File: config.mk
export PLATFORM = sky130hd
export DESIGN_NAME = irq_mask_ctrl
export DESIGN_NICKNAME = d
export VERILOG_FILES = /design/src/rtl/irqm_pkg.sv /design/src/rtl/irqm_decode.sv /design/src/rtl/irqm_pend.sv /design/src/rtl/irqm_masks.sv /design/src/rtl/irq_mask_ctrl.sv
export SDC_FILE = /design/constraint.sdc
export NUM_CORES = 1
export LEC_CHECK = 0
export ABC_CLOCK_PERIOD_IN_PS = 2800
export BUFFER_PORTS_ARGS = -buffer_cell sky130_fd_sc_hd__buf_2
export CORE_ASPECT_RATIO = 1.1
export CORE_MARGIN = 8
export CORE_UTILIZATION = 49
export CTS_BUF_LIST = sky130_fd_sc_hd__clkbuf_2 sky130_fd_sc_hd__clkbuf_4 sky130_fd_sc_hd__clkbuf_8
export DETAILED_ROUTE_END_ITERATION = 8
export HOLD_SLACK_MARGIN = 0.05
export PLACE_DENSITY = 0.95
export RECOVER_POWER = 100
export SETUP_SLACK_MARGIN = 0.02
export SLEW_MARGIN = 10
export SYNTH_ARGS = -nofsm -noshare
export SYNTH_HDL_FRONTEND = slang
export SYNTH_SLANG_ARGS = --single-unit
File: constraint.sdc
create_clock -name clk -period 2.8 [get_ports clk]
set_clock_uncertainty 0.05 [all_clocks]
set_input_delay 0.28 -clock clk [delete_from_list [all_inputs] [get_ports clk]]
set_output_delay 0.28 -clock clk [all_outputs]
set_load 0.02 [all_outputs]
File: src/rtl/irqm_pkg.sv
package irqm_pkg;

  typedef enum logic [2:0] {
    OFS_MASK_P = 3'd0,
    OFS_STAT_P = 3'd1,
    OFS_ACK_P  = 3'd2,
    OFS_MASK_S = 3'd3,
    OFS_STAT_S = 3'd4
  } reg_ofs_e;

  typedef struct packed {
    logic wr_mask_p;
    logic wr_mask_s;
    logic wr_ack;
    logic rd_mask_p;
    logic rd_stat_p;
    logic rd_mask_s;
    logic rd_stat_s;
    logic err;
  } acc_dec_t;

endpackage

File: src/rtl/irqm_decode.sv
module irqm_decode
  import irqm_pkg::*;
#(
  parameter int ADDR_W = 3
) (
  input  logic              valid_i,
  input  logic              write_i,
  input  logic              wide_i,
  input  logic [ADDR_W-1:0] addr_i,
  output acc_dec_t          dec_o
);

  logic hit_mask_p, hit_stat_p, hit_ack, hit_mask_s, hit_stat_s, known;
  logic bad;

  always_comb begin
    hit_mask_p = (addr_i == ADDR_W'(OFS_MASK_P));
    hit_stat_p = (addr_i == ADDR_W'(OFS_STAT_P));
    hit_ack    = (addr_i == ADDR_W'(OFS_ACK_P));
    hit_mask_s = (addr_i == ADDR_W'(OFS_MASK_S));
    hit_stat_s = (addr_i == ADDR_W'(OFS_STAT_S));
    known      = hit_mask_p | hit_stat_p | hit_ack | hit_mask_s | hit_stat_s;

    if (wide_i) bad = write_i | ~hit_stat_p;
    else        bad = ~known | (write_i & hit_stat_p) | (~write_i & hit_ack);

    dec_o.err       = valid_i & bad;
    dec_o.wr_mask_p = valid_i & ~bad & write_i & hit_mask_p;
    dec_o.wr_mask_s = valid_i & ~bad & write_i & hit_mask_s;
    dec_o.wr_ack    = valid_i & ~bad & write_i & hit_ack;
    dec_o.rd_mask_p = valid_i & ~bad & ~write_i & hit_mask_p;
    dec_o.rd_stat_p = valid_i & ~bad & ~write_i & hit_stat_p;
    dec_o.rd_mask_s = valid_i & ~bad & ~write_i & hit_mask_s;
    dec_o.rd_stat_s = valid_i & ~bad & ~write_i & hit_stat_s;
  end

endmodule

File: src/rtl/irqm_pend.sv
module irqm_pend #(
  parameter int NL    = 8,
  parameter int ACK_W = 4
) (
  input  logic             clk,
  input  logic             rst_n,
  input  logic [NL-1:0]    set_i,
  input  logic [NL-1:0]    clr_i,
  input  logic             ack_we_i,
  input  logic [ACK_W-1:0] ack_num_i,
  output logic [NL-1:0]    pend_q,
  output logic [NL-1:0]    pend_nxt_o
);

  logic [NL-1:0] ack_hit;
  logic          upd_en;

  for (genvar i = 0; i < NL; i++) begin : g_ack
    assign ack_hit[i] = ack_we_i && (ack_num_i == ACK_W'(i));
  end

  always_comb begin
    upd_en     = (|set_i) | (|clr_i) | ack_we_i;
    pend_nxt_o = ((pend_q | set_i) & ~clr_i) & ~ack_hit;
  end

  always_ff @(posedge clk or negedge rst_n) begin
    if (!rst_n)      pend_q <= '0;
    else if (upd_en) pend_q <= pend_nxt_o;
  end


  set_lands_chk: assert property (@(posedge clk) disable iff (!rst_n)
    ((|set_i) && !(|clr_i) && !ack_we_i) |=> ((pend_q & $past(set_i)) == $past(set_i)));


  clr_lands_chk: assert property (@(posedge clk) disable iff (!rst_n)
    (|clr_i) |=> ((pend_q & $past(clr_i)) == '0));


  ack_lands_chk: assert property (@(posedge clk) disable iff (!rst_n)
    (ack_we_i && (int'(ack_num_i) < NL)) |=> !pend_q[$past(ack_num_i)]);

endmodule

File: src/rtl/irqm_masks.sv
module irqm_masks #(
  parameter int NL = 8
) (
  input  logic          clk,
  input  logic          rst_n,
  input  logic          wr_p_i,
  input  logic          wr_s_i,
  input  logic [NL-1:0] wdata_i,
  output logic [NL-1:0] en_q,
  output logic [NL-1:0] en_nxt_o,
  output logic [NL-1:0] aux_q
);

  logic [NL-1:0] aux_d;

  always_comb begin
    en_nxt_o = wr_p_i ? ~wdata_i : en_q;
    aux_d    = wdata_i;
  end

  always_ff @(posedge clk or negedge rst_n) begin
    if (!rst_n)      en_q <= '0;
    else if (wr_p_i) en_q <= en_nxt_o;
  end

  always_ff @(posedge clk or negedge rst_n) begin
    if (!rst_n)      aux_q <= '0;
    else if (wr_s_i) aux_q <= aux_d;
  end


  mask_inv_chk: assert property (@(posedge clk) disable iff (!rst_n)
    wr_p_i |=> (en_q == ~$past(wdata_i)));


  aux_keep_chk: assert property (@(posedge clk) disable iff (!rst_n)
    !wr_s_i |=> $stable(aux_q));

endmodule

File: src/rtl/irq_mask_ctrl.sv
module irq_mask_ctrl
  import irqm_pkg::*;
#(
  parameter int NL     = 8,
  parameter int ADDR_W = 3,
  parameter int BUS_W  = 64,
  parameter int ACK_W  = 4
) (
  input  logic              clk,
  input  logic              rst_n,
  input  logic              acc_valid_i,
  input  logic              acc_write_i,
  input  logic              acc_wide_i,
  input  logic [ADDR_W-1:0] acc_addr_i,
  input  logic [NL-1:0]     acc_wdata_i,
  output logic [BUS_W-1:0]  rd_data_o,
  output logic              acc_err_o,
  input  logic [NL-1:0]     set_vec_i,
  input  logic [NL-1:0]     clr_vec_i,
  output logic              irq_o
);

  localparam int SYNC_N = 2;

  logic [SYNC_N-1:0] rst_pipe;
  logic              rst_int_n;
  acc_dec_t          dec;
  logic [NL-1:0]     pend_q, pend_nxt, en_q, en_nxt, aux_q;
  logic              irq_d, irq_q;

  always_ff @(posedge clk or negedge rst_n) begin
    if (!rst_n) rst_pipe <= '0;
    else        rst_pipe <= {rst_pipe[SYNC_N-2:0], 1'b1};
  end
  assign rst_int_n = rst_pipe[SYNC_N-1];

  irqm_decode #(.ADDR_W(ADDR_W)) u_dec (
    .valid_i (acc_valid_i),
    .write_i (acc_write_i),
    .wide_i  (acc_wide_i),
    .addr_i  (acc_addr_i),
    .dec_o   (dec)
  );

  irqm_pend #(.NL(NL), .ACK_W(ACK_W)) u_pend (
    .clk        (clk),
    .rst_n      (rst_int_n),
    .set_i      (set_vec_i),
    .clr_i      (clr_vec_i),
    .ack_we_i   (dec.wr_ack),
    .ack_num_i  (acc_wdata_i[ACK_W-1:0]),
    .pend_q     (pend_q),
    .pend_nxt_o (pend_nxt)
  );

  irqm_masks #(.NL(NL)) u_masks (
    .clk      (clk),
    .rst_n    (rst_int_n),
    .wr_p_i   (dec.wr_mask_p),
    .wr_s_i   (dec.wr_mask_s),
    .wdata_i  (acc_wdata_i),
    .en_q     (en_q),
    .en_nxt_o (en_nxt),
    .aux_q    (aux_q)
  );

  always_comb irq_d = |(pend_nxt & en_nxt);

  always_ff @(posedge clk or negedge rst_int_n) begin
    if (!rst_int_n) irq_q <= 1'b0;
    else            irq_q <= irq_d;
  end
  assign irq_o = irq_q;

  always_comb begin
    rd_data_o = '0;
    unique case (1'b1)
      dec.rd_mask_p: rd_data_o[NL-1:0] = ~en_q;
      dec.rd_stat_p: rd_data_o[NL-1:0] = pend_q;
      dec.rd_mask_s: rd_data_o[NL-1:0] = aux_q;
      default:       rd_data_o = '0;
    endcase
    acc_err_o = dec.err;
  end


  irq_level_chk: assert property (@(posedge clk) disable iff (!rst_int_n)
    irq_o == |(pend_q & en_q));


  aux_stat_zero_chk: assert property (@(posedge clk) disable iff (!rst_int_n)
    dec.rd_stat_s |-> (rd_data_o == '0));


  wide_wr_err_chk: assert property (@(posedge clk) disable iff (!rst_int_n)
    (acc_valid_i && acc_wide_i && acc_write_i) |-> acc_err_o);


  err_no_data_chk: assert property (@(posedge clk) disable iff (!rst_int_n)
    acc_err_o |-> (rd_data_o == '0));

endmodule

## Word-level counts from Yosys, hierarchy flattened

Cells that the tools add are included.

- Bitwise operators: 33
- Multipliers: 0
- Add/subtract/negate cells: 0
- Order comparisons: 0
- Equality and inequality tests: 11
- Mux-type cells: 3
- Reduce and logical (&&, ||, !) cells: 13
- Div/mod/pow operators: 0
- Shifts and indexed selects: 0

Operators by type and width:

| cell | number |
|---|---|
| $not 8->8 | 4 |
| $and 8x8->8 | 3 |
| $pmux 8 s3 | 1 |
| $reduce_or 8->1 | 3 |
| $eq 4x3->1 const B | 4 |
| $and 1x1->1 | 12 |
| $or 1x1->1 | 9 |
| $eq 4x2->1 const B | 2 |
| $logic_and 1x1->1 | 8 |
| $mux 8 | 1 |
| $or 8x8->8 | 1 |
| $eq 3x2->1 const B | 2 |
| $eq 4x1->1 const B | 1 |
| $logic_not 4->1 | 1 |
| $not 1->1 | 4 |
| $eq 3x1->1 const B | 1 |
| $eq 3x3->1 const B | 1 |
| $logic_not 3->1 | 1 |
| $mux 1 | 1 |

- Latch bits: 0
- Memory bits (read-only): 0
- Memory bits (writable): 0
- Logic and storage cells: 65
- Memories kept: 0
- Output and inout bits: 66
- Flip-flop bits (word level): 27
- Input port bits: 32

## Longest topological paths before layout

- Depth in word-level cells: 18
- Depth in mapped cells: 6
- Gate-level depth less buffers: 5

## By module

A second synthesis with hierarchy kept.

- Cell total of the unflattened synthesis: 194
- Area, all modules: 1961.9 sq um

By module, submodules not included:

| module | seq. area each (sq um) | cells an instance | area each (sq um) | instances |
|---|---|---|---|---|
| irqm_masks | 400.4 | 51 | 723.2 | 1 |
| irq_mask_ctrl | 75.1 | 85 | 705.7 | 1 |
| irqm_pend | 200.2 | 38 | 404.1 | 1 |
| irqm_decode | 0.0 | 20 | 128.9 | 1 |

## Worst setup path after synthesis

No wires, ideal clock.

- Path kind: in2out
- From: in acc_addr_i[0]
- To: out rd_data_o[0]
- Cell stages on the path: 5
- Arrival time: 1.412 ns
- Required time: 2.470 ns
- Path buffers: 1
- Path slack: 1.058 ns
- Cells stage by stage: buf_2 nand2b_1 nor4b_2 a22oi_1 o21ai_0

- Cells in the longest elaborated chain, start to end: 14
- Elaborated cells between the ends (all ways): 24
- Those cells by class: eq/ne: 4; mux: 2; bitwise: 17; reduce/logical: 1

RTL lines:

| what | RTL line | RTL |
|---|---|---|
| start, declared | irq_mask_ctrl.sv:14 | `input logic [ADDR_W-1:0] acc_addr_i,` |
| $eq 3x1->1 or $logic_not 3->1 (tied branches) | irqm_decode.sv:18, irqm_decode.sv:17 |  |
| $or 1x1->1 (4 in series) | irqm_decode.sv:22 | `known = hit_mask_p \| hit_stat_p \| hit_ack \| hit_mask_s \| hit_stat_s;` |
| $not 1->1 | irqm_decode.sv:25 | `else bad = ~known \| (write_i & hit_stat_p) \| (~write_i & hit_ack);` |
| $or 1x1->1 (2 in series) | irqm_decode.sv:25 |  |
| $mux 1 | irqm_decode.sv:24 | `if (wide_i) bad = write_i \| ~hit_stat_p;` |
| $not 1->1 | irqm_decode.sv:31, irqm_decode.sv:32, irqm_decode.sv:33 |  |
| $and 1x1->1 (2 in series) | irqm_decode.sv:31, irqm_decode.sv:32, irqm_decode.sv:33 |  |
| $and 1x1->1 (on tied branches) | irqm_decode.sv:33, irqm_decode.sv:31, irqm_decode.sv:32 |  |
| $pmux 8 s3 * | irq_mask_ctrl.sv:77 | `unique case (1'b1)` |
| end, declared | irq_mask_ctrl.sv:16 | `output logic [BUS_W-1:0] rd_data_o,` |

Mark *: on every way between the ends. The rest lies on a longest branch, timed or not.

## Worst setup path in the final report

- From: in acc_addr_i[2]
- To: out rd_data_o[5]

Same word-level chain as after synthesis.

==> reports/qor.yml <==
sta:
  relSlewSlack_pct: 36.1
  worst_pin_slew_ns: 0.958
  max_freq_mhz: 452
  finalHoldViolations: 0
  slew_viol_final: 0
  fin_crit_ns: 2.21
  finalSetupViolCount: 0
  finalWorstSetupSlack_ns: 0.589
  rsz0062_at_grt: "false"
  fin_tns_setup_ns: 0
  period_share_pct: 79.0
  hold_ws_ns: 0.0703
layout:
  drive_gt1_share_pct: 20.5
  nNetsFinal: 253
  fillers: 336
  final_common_cell: "conb_1"
  n_antenna_cell: 0
  layout_common_cells: "conb_1, buf_2, dfrtp_1"
  syn_to_final_growth_pct: 6.01
power_and_ir_drop:
  p_comb_share_pct: 24.1
  peakVddDrop_v: 0.000398
  power.density_nw_per_um2: 472
  clockPowerShare_pct: 20.4
  swShare_pct: 33.1
  p_int_w: 0.000579
  power_switching_w: 0.000286
  finalPower_w: 0.000865
  p_leak_nw: 0.959
  seqPwrFrac_pct: 55.5
global_route:
  grt_start_max_net_pins: 26
  grt_usage_pct: 14.0
  grt_first_pass_wirelength_um: 6380
  grt_pass1_vias: 1376
  globalRoute.totalOverflow: 0
  antenna_found_initial: 0
logic_synthesis:
  synth_flop_cell: "dfrtp_1"
  yosysSeqAreaShare_pct: 39.1
  synth-edff-count: 0
  async_reset_ff_share_pct: 100
  synthCells: 171
  avgSynthCellArea_um2: 10.1
  ys_warn_count: 0
  synth_area_um2: 1730
  synth.distinct_cells: 28
  ys_ff_latch: 27
placement:
  dpl.hpwl_um: 3400
  dp_slack_ns: 0.647
  numPortBuffers: 41
  place.gp.congestion: 0.812
routing:
  final_antenna_net_count: 0
  drc: 0
  drt-initial-drc-count: 53
  vias_per_cell: 4.80
  dr.pass1.iters: 4
  totalWireLength_um: 4240
  wl_per_cell_um: 15.8
  vias: 1286
critical_path:
  cp_cell_sequence: "clkbuf_1 -> nor3b_4 -> nand2_1 -> nor2_1 -> a22oi_1 -> o21ai_0 -> clkbuf_1"
  crit_slowest_cell: "nor2_1"
  crit_type: "in -> out"
  cp_common_cell: "clkbuf_1"
  path_max_fanout: 8
  crit_family: "simple AND/OR/NAND/NOR gates"
  cp-start-kind: "input pin"
  cpPeakStageDelay_ns: 0.50
  cp_data_required_time_ns: 2.47
  crit_buf_inv: 2
  worstSetupEndpointType: "output pin"
  crit_arrival_ns: 1.88
clocking:
  clock_sinks: 27
  htree_levels: 1
  post_cts_buffers: 0
  path_clk_slew_ns: 0.13
  clockBufferDepth: 2
  cts_tree: "yes"
  numCtsBuffers: 3
  insertion_delay_ns: 0.32
  root_buffer: "clkbuf_4"
die:
  die_x_um: 72.6
  core_um2: 3360
  ios: 98
  rows: 22
  start_util_pct: 51.5
  die_h_um: 78.3
  die_area_um2: 5680
run:
  drv_cap: 0
status:
  run_status: "finished, final reports clean"
min_path:
  hp-class: "in -> reg"
==> path summary, 6_finish.rpt <==
check,start,slack (ns),depth (start not counted),to
worst min-delay path,clr_vec_i[4],0.07,2,u_pend.pend_q[4]
min in group asynchronous,rst_n,0.20,2,rst_pipe[0]
worst max-delay path,acc_addr_i[2],0.59,7,rd_data_o[5]
worst max register to register,u_pend.pend_q[5],1.61,4,irq_o
max in group asynchronous,rst_pipe[1],1.77,0,u_pend.pend_q[7]
worst min register to register,rst_pipe[0],0.32,0,rst_pipe[1]
==> logic make-up after synthesis <==
logic type | share of synthesized area [%]
AOI/OAI and AO/OA | 12.2
buffers and inverters | 27.1
DFF | 39.1
muxes | 9.85
other | 0.435
and+or+nand+nor | 11.3
==> power groups by stage <==
stage               Sequential (W)  Combinational, W  Clock, W
detailed placement        0.000489          0.000200         0
CTS                       0.000480          0.000203  0.000177
floorplan                 0.000479          0.000208         0
global placement          0.000483          0.000193         0
global route              0.000487          0.000228  0.000196
finish                    0.000480          0.000209  0.000176
==> synthesized netlist by cell type, drive strengths merged, types with 2 or more instances <==
cell / number / share of area [%]
mux2: 8 / 5.2
dfrtp: 27 / 39
a22oi: 12 / 5.2
mux2i: 8 / 4.6
buf: 59 / 25
conb: 2 / 0.43
nor2: 15 / 3.3
o21ai: 8 / 2.3
inv: 8 / 1.7
a211oi: 6 / 2.6
and4: 2 / 1.2
a311oi: 2 / 1.4
nor4b: 2 / 1.4
==> state kept, by name, indices dropped and copies added (netlist names) <==
| signal | cells |
|---|---|
| u_pend.pend_q | 8 |
| rst_pipe | 2 |
| u_masks.aux_q | 8 |
| u_masks.en_q | 8 |
| irq_o | 1 |
==> per-stage QoR <==
step	utilization, %	cells	instance area (um2)
floorplan	-	226	1930
global route	54.5	268	1830
global placement	52.7	257	1770
detailed placement	52.7	257	1770
finish	54.5	268	1830
CTS	54.2	263	1820
==> routing by layer <==
metal | track usage, % | vias up | wire, um
met2 | 26.1 | 77 | 2190
met5 | 0 | - | 0
met3 | 4.45 | 4 | 458
li1 | - | 580 | -
met4 | 5.41 | 0 | 44
met1 | 13.9 | 625 | 1550
==> cell type report <==
| class | instances | area (um2) | share of cell area, % |
|---|---|---|---|
| Clock buffer | 4 | 30.0 | 1.64 |
| Sequential cell | 27 | 676 | 36.9 |
| Multi-Input combinational cell | 132 | 768 | 41.9 |
| Tap cell | 48 | 60.1 | 3.28 |
| Timing Repair Buffer | 49 | 268 | 14.6 |
| Inverter | 8 | 30.0 | 1.64 |
==> timing repair <==
item,in CTS,in global routing
hold buffers,2,5
resized for setup,0,0
endpoints found under the hold margin,3,5
Note: power is estimated with default switching activity, not from simulation.
